<file path="src/rtl/edge_current_est.sv">
module edge_current_est #(
  parameter int TS_W     = 24,
  parameter int OUT_W    = 16,
  parameter int GAIN_W   = 16,
  parameter int SHIFT    = 8,
  parameter int MAX_SPAN = 16,   // power of two
  parameter int CAL_LOG2 = 8
) (
  input  logic                           clk,
  input  logic                           rst_n,
  input  logic                           ts_valid,
  input  logic                           ts_pol,
  input  logic [TS_W-1:0]                ts_time,
  input  logic [$clog2(MAX_SPAN+1)-1:0]  span,
  input  logic [GAIN_W-1:0]              gain,
  input  logic                           nom_wr,
  input  logic [TS_W-1:0]                nom_wdata,
  input  logic                           cal_start,
  output logic                           est_valid,
  output logic                           est_pol,
  output logic signed [OUT_W-1:0]        est_value,
  output logic [TS_W-1:0]                nom_value,
  output logic                           cal_busy
);
  localparam int PTR_W  = $clog2(MAX_SPAN);
  localparam int SPAN_W = $clog2(MAX_SPAN + 1);
  localparam int NS_W   = TS_W + SPAN_W;
  localparam int DEV_W  = NS_W + 1;
  localparam int PROD_W = DEV_W + GAIN_W + 1;
  localparam int ACC_W  = TS_W + CAL_LOG2;

  logic [TS_W-1:0]   hist [2][MAX_SPAN];
  logic [PTR_W-1:0]  wptr [2];
  logic [SPAN_W-1:0] fill [2];
  logic [ACC_W-1:0]  acc;
  logic [CAL_LOG2-1:0] cal_cnt;

  logic [SPAN_W-1:0] span_eff;
  logic [TS_W-1:0]   old_n, old_1, ival_n, ival_1;
  logic [NS_W-1:0]   nom_span;
  logic signed [DEV_W-1:0]  dev;
  logic signed [GAIN_W:0]   gain_s;
  logic signed [PROD_W-1:0] prod, scaled;
  logic [PROD_W-OUT_W:0]    top;
  logic signed [OUT_W-1:0]  clipped;
  logic fire, take, done;
  logic [ACC_W-1:0] acc_nx;

  assign span_eff = (span == '0) ? SPAN_W'(1) :
                    (span > SPAN_W'(MAX_SPAN)) ? SPAN_W'(MAX_SPAN) : span;

  assign old_n  = hist[ts_pol][wptr[ts_pol] - span_eff[PTR_W-1:0]];
  assign old_1  = hist[ts_pol][wptr[ts_pol] - PTR_W'(1)];
  assign ival_n = ts_time - old_n;
  assign ival_1 = ts_time - old_1;

  assign nom_span = NS_W'(nom_value) * NS_W'(span_eff);
  assign dev      = $signed({1'b0, NS_W'(ival_n)}) - $signed({1'b0, nom_span});
  assign gain_s   = $signed({1'b0, gain});
  assign prod     = PROD_W'(dev) * PROD_W'(gain_s);
  assign scaled   = prod >>> SHIFT;
  assign top      = scaled[PROD_W-1:OUT_W-1];
  assign clipped  = (&top || ~|top) ? scaled[OUT_W-1:0] :
                    scaled[PROD_W-1] ? {1'b1, {(OUT_W-1){1'b0}}} : {1'b0, {(OUT_W-1){1'b1}}};

  assign fire   = ts_valid && !cal_busy && (fill[ts_pol] >= span_eff);
  assign take   = ts_valid && cal_busy && (fill[ts_pol] != '0);
  assign acc_nx = acc + ACC_W'(ival_1);
  assign done   = take && (&cal_cnt);

  always_ff @(posedge clk) begin
    if (!rst_n) begin
      for (int p = 0; p < 2; p++) begin
        wptr[p] <= '0;
        fill[p] <= '0;
      end
      est_valid <= 1'b0;
      est_pol   <= 1'b0;
      est_value <= '0;
      nom_value <= '0;
      cal_busy  <= 1'b0;
      acc       <= '0;
      cal_cnt   <= '0;
    end else begin
      if (ts_valid) begin
        hist[ts_pol][wptr[ts_pol]] <= ts_time;
        wptr[ts_pol] <= wptr[ts_pol] + PTR_W'(1);
        if (fill[ts_pol] != SPAN_W'(MAX_SPAN)) fill[ts_pol] <= fill[ts_pol] + SPAN_W'(1);
      end
      est_valid <= fire;
      if (fire) begin
        est_value <= clipped;
        est_pol   <= ts_pol;
      end
      if (nom_wr) begin
        nom_value <= nom_wdata;
        cal_busy  <= 1'b0;
      end else if (cal_start) begin
        cal_busy <= 1'b1;
        acc      <= '0;
        cal_cnt  <= '0;
      end else if (take) begin
        acc <= acc_nx;
        cal_cnt <= cal_cnt + CAL_LOG2'(1);
        if (done) begin
          nom_value <= acc_nx[ACC_W-1:CAL_LOG2];
          cal_busy  <= 1'b0;
        end
      end
    end
  end

  p_valid_src_r8: assert property (@(posedge clk) disable iff (!rst_n)
    est_valid |-> $past(ts_valid));
  p_pol_src_r2: assert property (@(posedge clk) disable iff (!rst_n)
    est_valid |-> est_pol == $past(ts_pol));
  p_quiet_cal_r10: assert property (@(posedge clk) disable iff (!rst_n)
    est_valid |-> !$past(cal_busy));
  p_nom_hold_r9: assert property (@(posedge clk) disable iff (!rst_n)
    (!$past(nom_wr) && !$past(cal_busy)) |-> $stable(nom_value));
  p_wr_load_r9: assert property (@(posedge clk) disable iff (!rst_n)
    $past(nom_wr) |-> (nom_value == $past(nom_wdata)) && !cal_busy);
endmodule

</file>
<file path="config.mk">
export PLATFORM = sky130hd
export DESIGN_NAME = edge_current_est
export DESIGN_NICKNAME = d
export VERILOG_FILES = /design/src/rtl/edge_current_est.sv
export SDC_FILE = /design/constraint.sdc
export NUM_CORES = 2
export LEC_CHECK = 0
export CAP_MARGIN = 20
export CELL_PAD_IN_SITES_DETAIL_PLACEMENT = 0
export CELL_PAD_IN_SITES_GLOBAL_PLACEMENT = 1
export CORE_MARGIN = 1
export CORE_UTILIZATION = 54
export CTS_CLUSTER_DIAMETER = 200
export DETAILED_ROUTE_END_ITERATION = 8
export MAX_ROUTING_LAYER = met4
export PLACE_DENSITY_LB_ADDON = 0.1
export SLEW_MARGIN = 15
export SYNTH_ARGS = -nofsm -noshare
export SYNTH_HDL_FRONTEND = slang
export SYNTH_SLANG_ARGS = --single-unit
</file>
<file path="constraint.sdc">
create_clock -name clk -period 24.8 [get_ports clk]
set_input_delay 6.2 -clock clk [delete_from_list [all_inputs] [get_ports clk]]
set_output_delay 6.2 -clock clk [all_outputs]
set_load 0.1 [all_outputs]
</file>
==> results.cfg <==
[drt]
drt_iter0_drc = 4009
routed_via_density = 6.25
wl_mm = 180
detail_route.wl_per_cell_um = 27.7
drc_errors = 0
drtAntennaViolNets = 0
dr.pass1.iters = 6
vias = 40600

[global_route]
grt_pass1_vias = 41600
grtUsageTotal_pct = 31.7
grt_overflow = 0
antenna_found_initial = 3
grt_max_degree = 126
grt_pass1_wl_mm = 270

[timing]
fmax_mhz = 43.5
max_slew_margin_pct = 19.4
tightest_slew_ns = 1.21
fin_crit_ns = 23.00
setup_viol = 0
slew_viol_final = 0
rsz0062_at_grt = false
hold_viol = 0
clock_skew_ns = 0.0651
min_period_over_period_pct = 92.8
tns_ns = 0

[synthesis]
syn_avg_cell_area_um2 = 13.2
synth_ff_type = edfxtp_1
async_flop_share_pct = 0
synth.most_common_cell = edfxtp_1
synth_top_area_share_pct = 37.1
synth-edff-count = 786
syn_inst = 4817
synth_area_um2 = 63600
ys_warn_count = 0
yosysSeqAreaShare_pct = 39.7
postSynthNetCount = 5671
synth_top_cells_by_count = edfxtp_1, inv_1, fa_1
yosysUniqueCellTypes = 83
ys_top_cells_by_area = edfxtp_1, fa_1, mux4_2
synth_seq_cells = 869
yosysTopAreaCell = edfxtp_1

[cts]
insertion_delay_ns = 0.73
clock_path_buffers = 3
post_cts_buffers = 0
numClockSinks = 869
ctsResizeCount = 0
cts_hold_buf = 0
cts_tree = yes
h-tree-depth = 3
cts-root-buf = clkbuf_16
cts_buffers = 90
clk_pin_slew_worst_paths_ns = 0.06

[finish]
nets = 5759
syn_to_final_growth_pct = 10.1
fillCellCount = 9033
drive_above_1_share_pct = 16.6

[critical_path]
cp.arrival_ns = 23.61
cpMostUsedCell = fa_1
slowest_delay_ns = 0.58
critical_path.endpoint_type = flop
critical_path.startpoint_type = input pin
path_max_fanout = 28
path_delay_family = adder cells
required_ns = 25.40
slowest_stage = xor2_4
crit_buf_inv = 9
critPathKind = input pin to flop

[die]
fp-row-count = 125
die_y_um = 345
coreArea_um2 = 117000
dieArea_um2 = 119000
num_io_pins = 118
die_x_um = 345
initial_utilization_pct = 54.6

[placed_design]
gp_congestion = 0.883
hpwlAfterDp_mm = 121
io_buffers = 117

[run]
cap_violations = 0

[min_path]
min-delay-path-class = flop to flop

[run_status]
outcome = finished, final reports clean
## final timing paths
check	start	end	slack (ns)	cells after the start
max	span[4]	est_value[12]$_SDFFE_PN0P_	1.80	64
min	acc[6]$_SDFFE_PN0P_	acc[6]$_SDFFE_PN0P_	0.47	2
max reg2reg	wptr[1][2]$_SDFFCE_PN0P_	est_value[12]$_SDFFE_PN0P_	7.69	61
min reg2reg	acc[6]$_SDFFE_PN0P_	acc[6]$_SDFFE_PN0P_	0.47	2
## per-stage QoR
step | hold WS, ns | cell area, um^2 | instances | util (%) | setup WS, ns
5_1_grt | 0.517 | 70000 | 6501 | 60.1 | 0.625
2_1_floorplan | 0.436 | 63600 | 4817 | - | 2.01
3_5_place_dp | 0.466 | 67000 | 6336 | 57.5 | 1.22
3_3_place_gp | 0.455 | 67000 | 6336 | 57.5 | 1.35
4_1_cts | 0.472 | 70000 | 6498 | 60.1 | 1.96
6_report | 0.473 | 70000 | 6501 | 60.1 | 1.80
## placed cells by master, fill, tap and decap left out, drive strengths merged, types with 76 or more instances in the layout
cell type / n
ha: 234
and2: 264
fa: 545
o21ai: 76
nand2: 495
edfxtp: 786
clkdlybuf4s50: 101
dfxtp: 83
clkbuf: 115
inv: 680
nor2: 179
buf: 135
a21oi: 116
xnor2: 92
mux4: 480
## cell families after synthesis
group	count (synthesis)	synth area share (%)
adders and majority gates	785	21.9
DFF	869	39.7
buffers and inverters	913	5.41
and+or+nand+nor	1122	8.32
AOI/OAI and AO/OA	435	4.62
muxes	540	17.9
xor gates and xnor gates	153	2.12
## layer usage
metal	up-vias	GRT usage [%]	wire length, um
met4	0	9.68	6320
met5	-	-	0
met2	1844	50.8	87300
met1	21200	41.9	71700
li1	17200	-	-
met3	361	5.26	14600
## sequential cells by signal (all words and copies together) (netlist names), 8 cells and up
name	flops
nom_value	24
cal_cnt	8
fill	10
hist	768
est_value	16
acc	32
wptr	8
## worst register-to-register path, delay by kind of cell, from the launching register on
family                     cells  cell delay (ns)
adders and majority gates     13             5.89
AOI/OAI and AO/OA             24             5.54
and+or+nand+nor               10             1.87
muxes                          3             1.51
xor gates and xnor gates       4             1.20
buffers and inverters          7             0.63
DFF                            1             0.37
## final cells by class
| class | count | area [um^2] | area share [%] |
|---|---|---|---|
| Sequential cell | 869 | 25300 | 36.1 |
| Timing Repair Buffer | 236 | 2060 | 2.94 |
| Antenna cell | 2 | 5.00 | 0.00715 |
| Clock buffer | 115 | 2430 | 3.47 |
| Tap cell | 1524 | 1910 | 2.72 |
| Multi-Input combinational cell | 3035 | 35300 | 50.4 |
| Inverter | 673 | 2530 | 3.61 |
| Clock inverter | 47 | 541 | 0.772 |
Power is not shown: default switching activity piles up to over one toggle a cycle in this logic, so the estimate is an artifact.
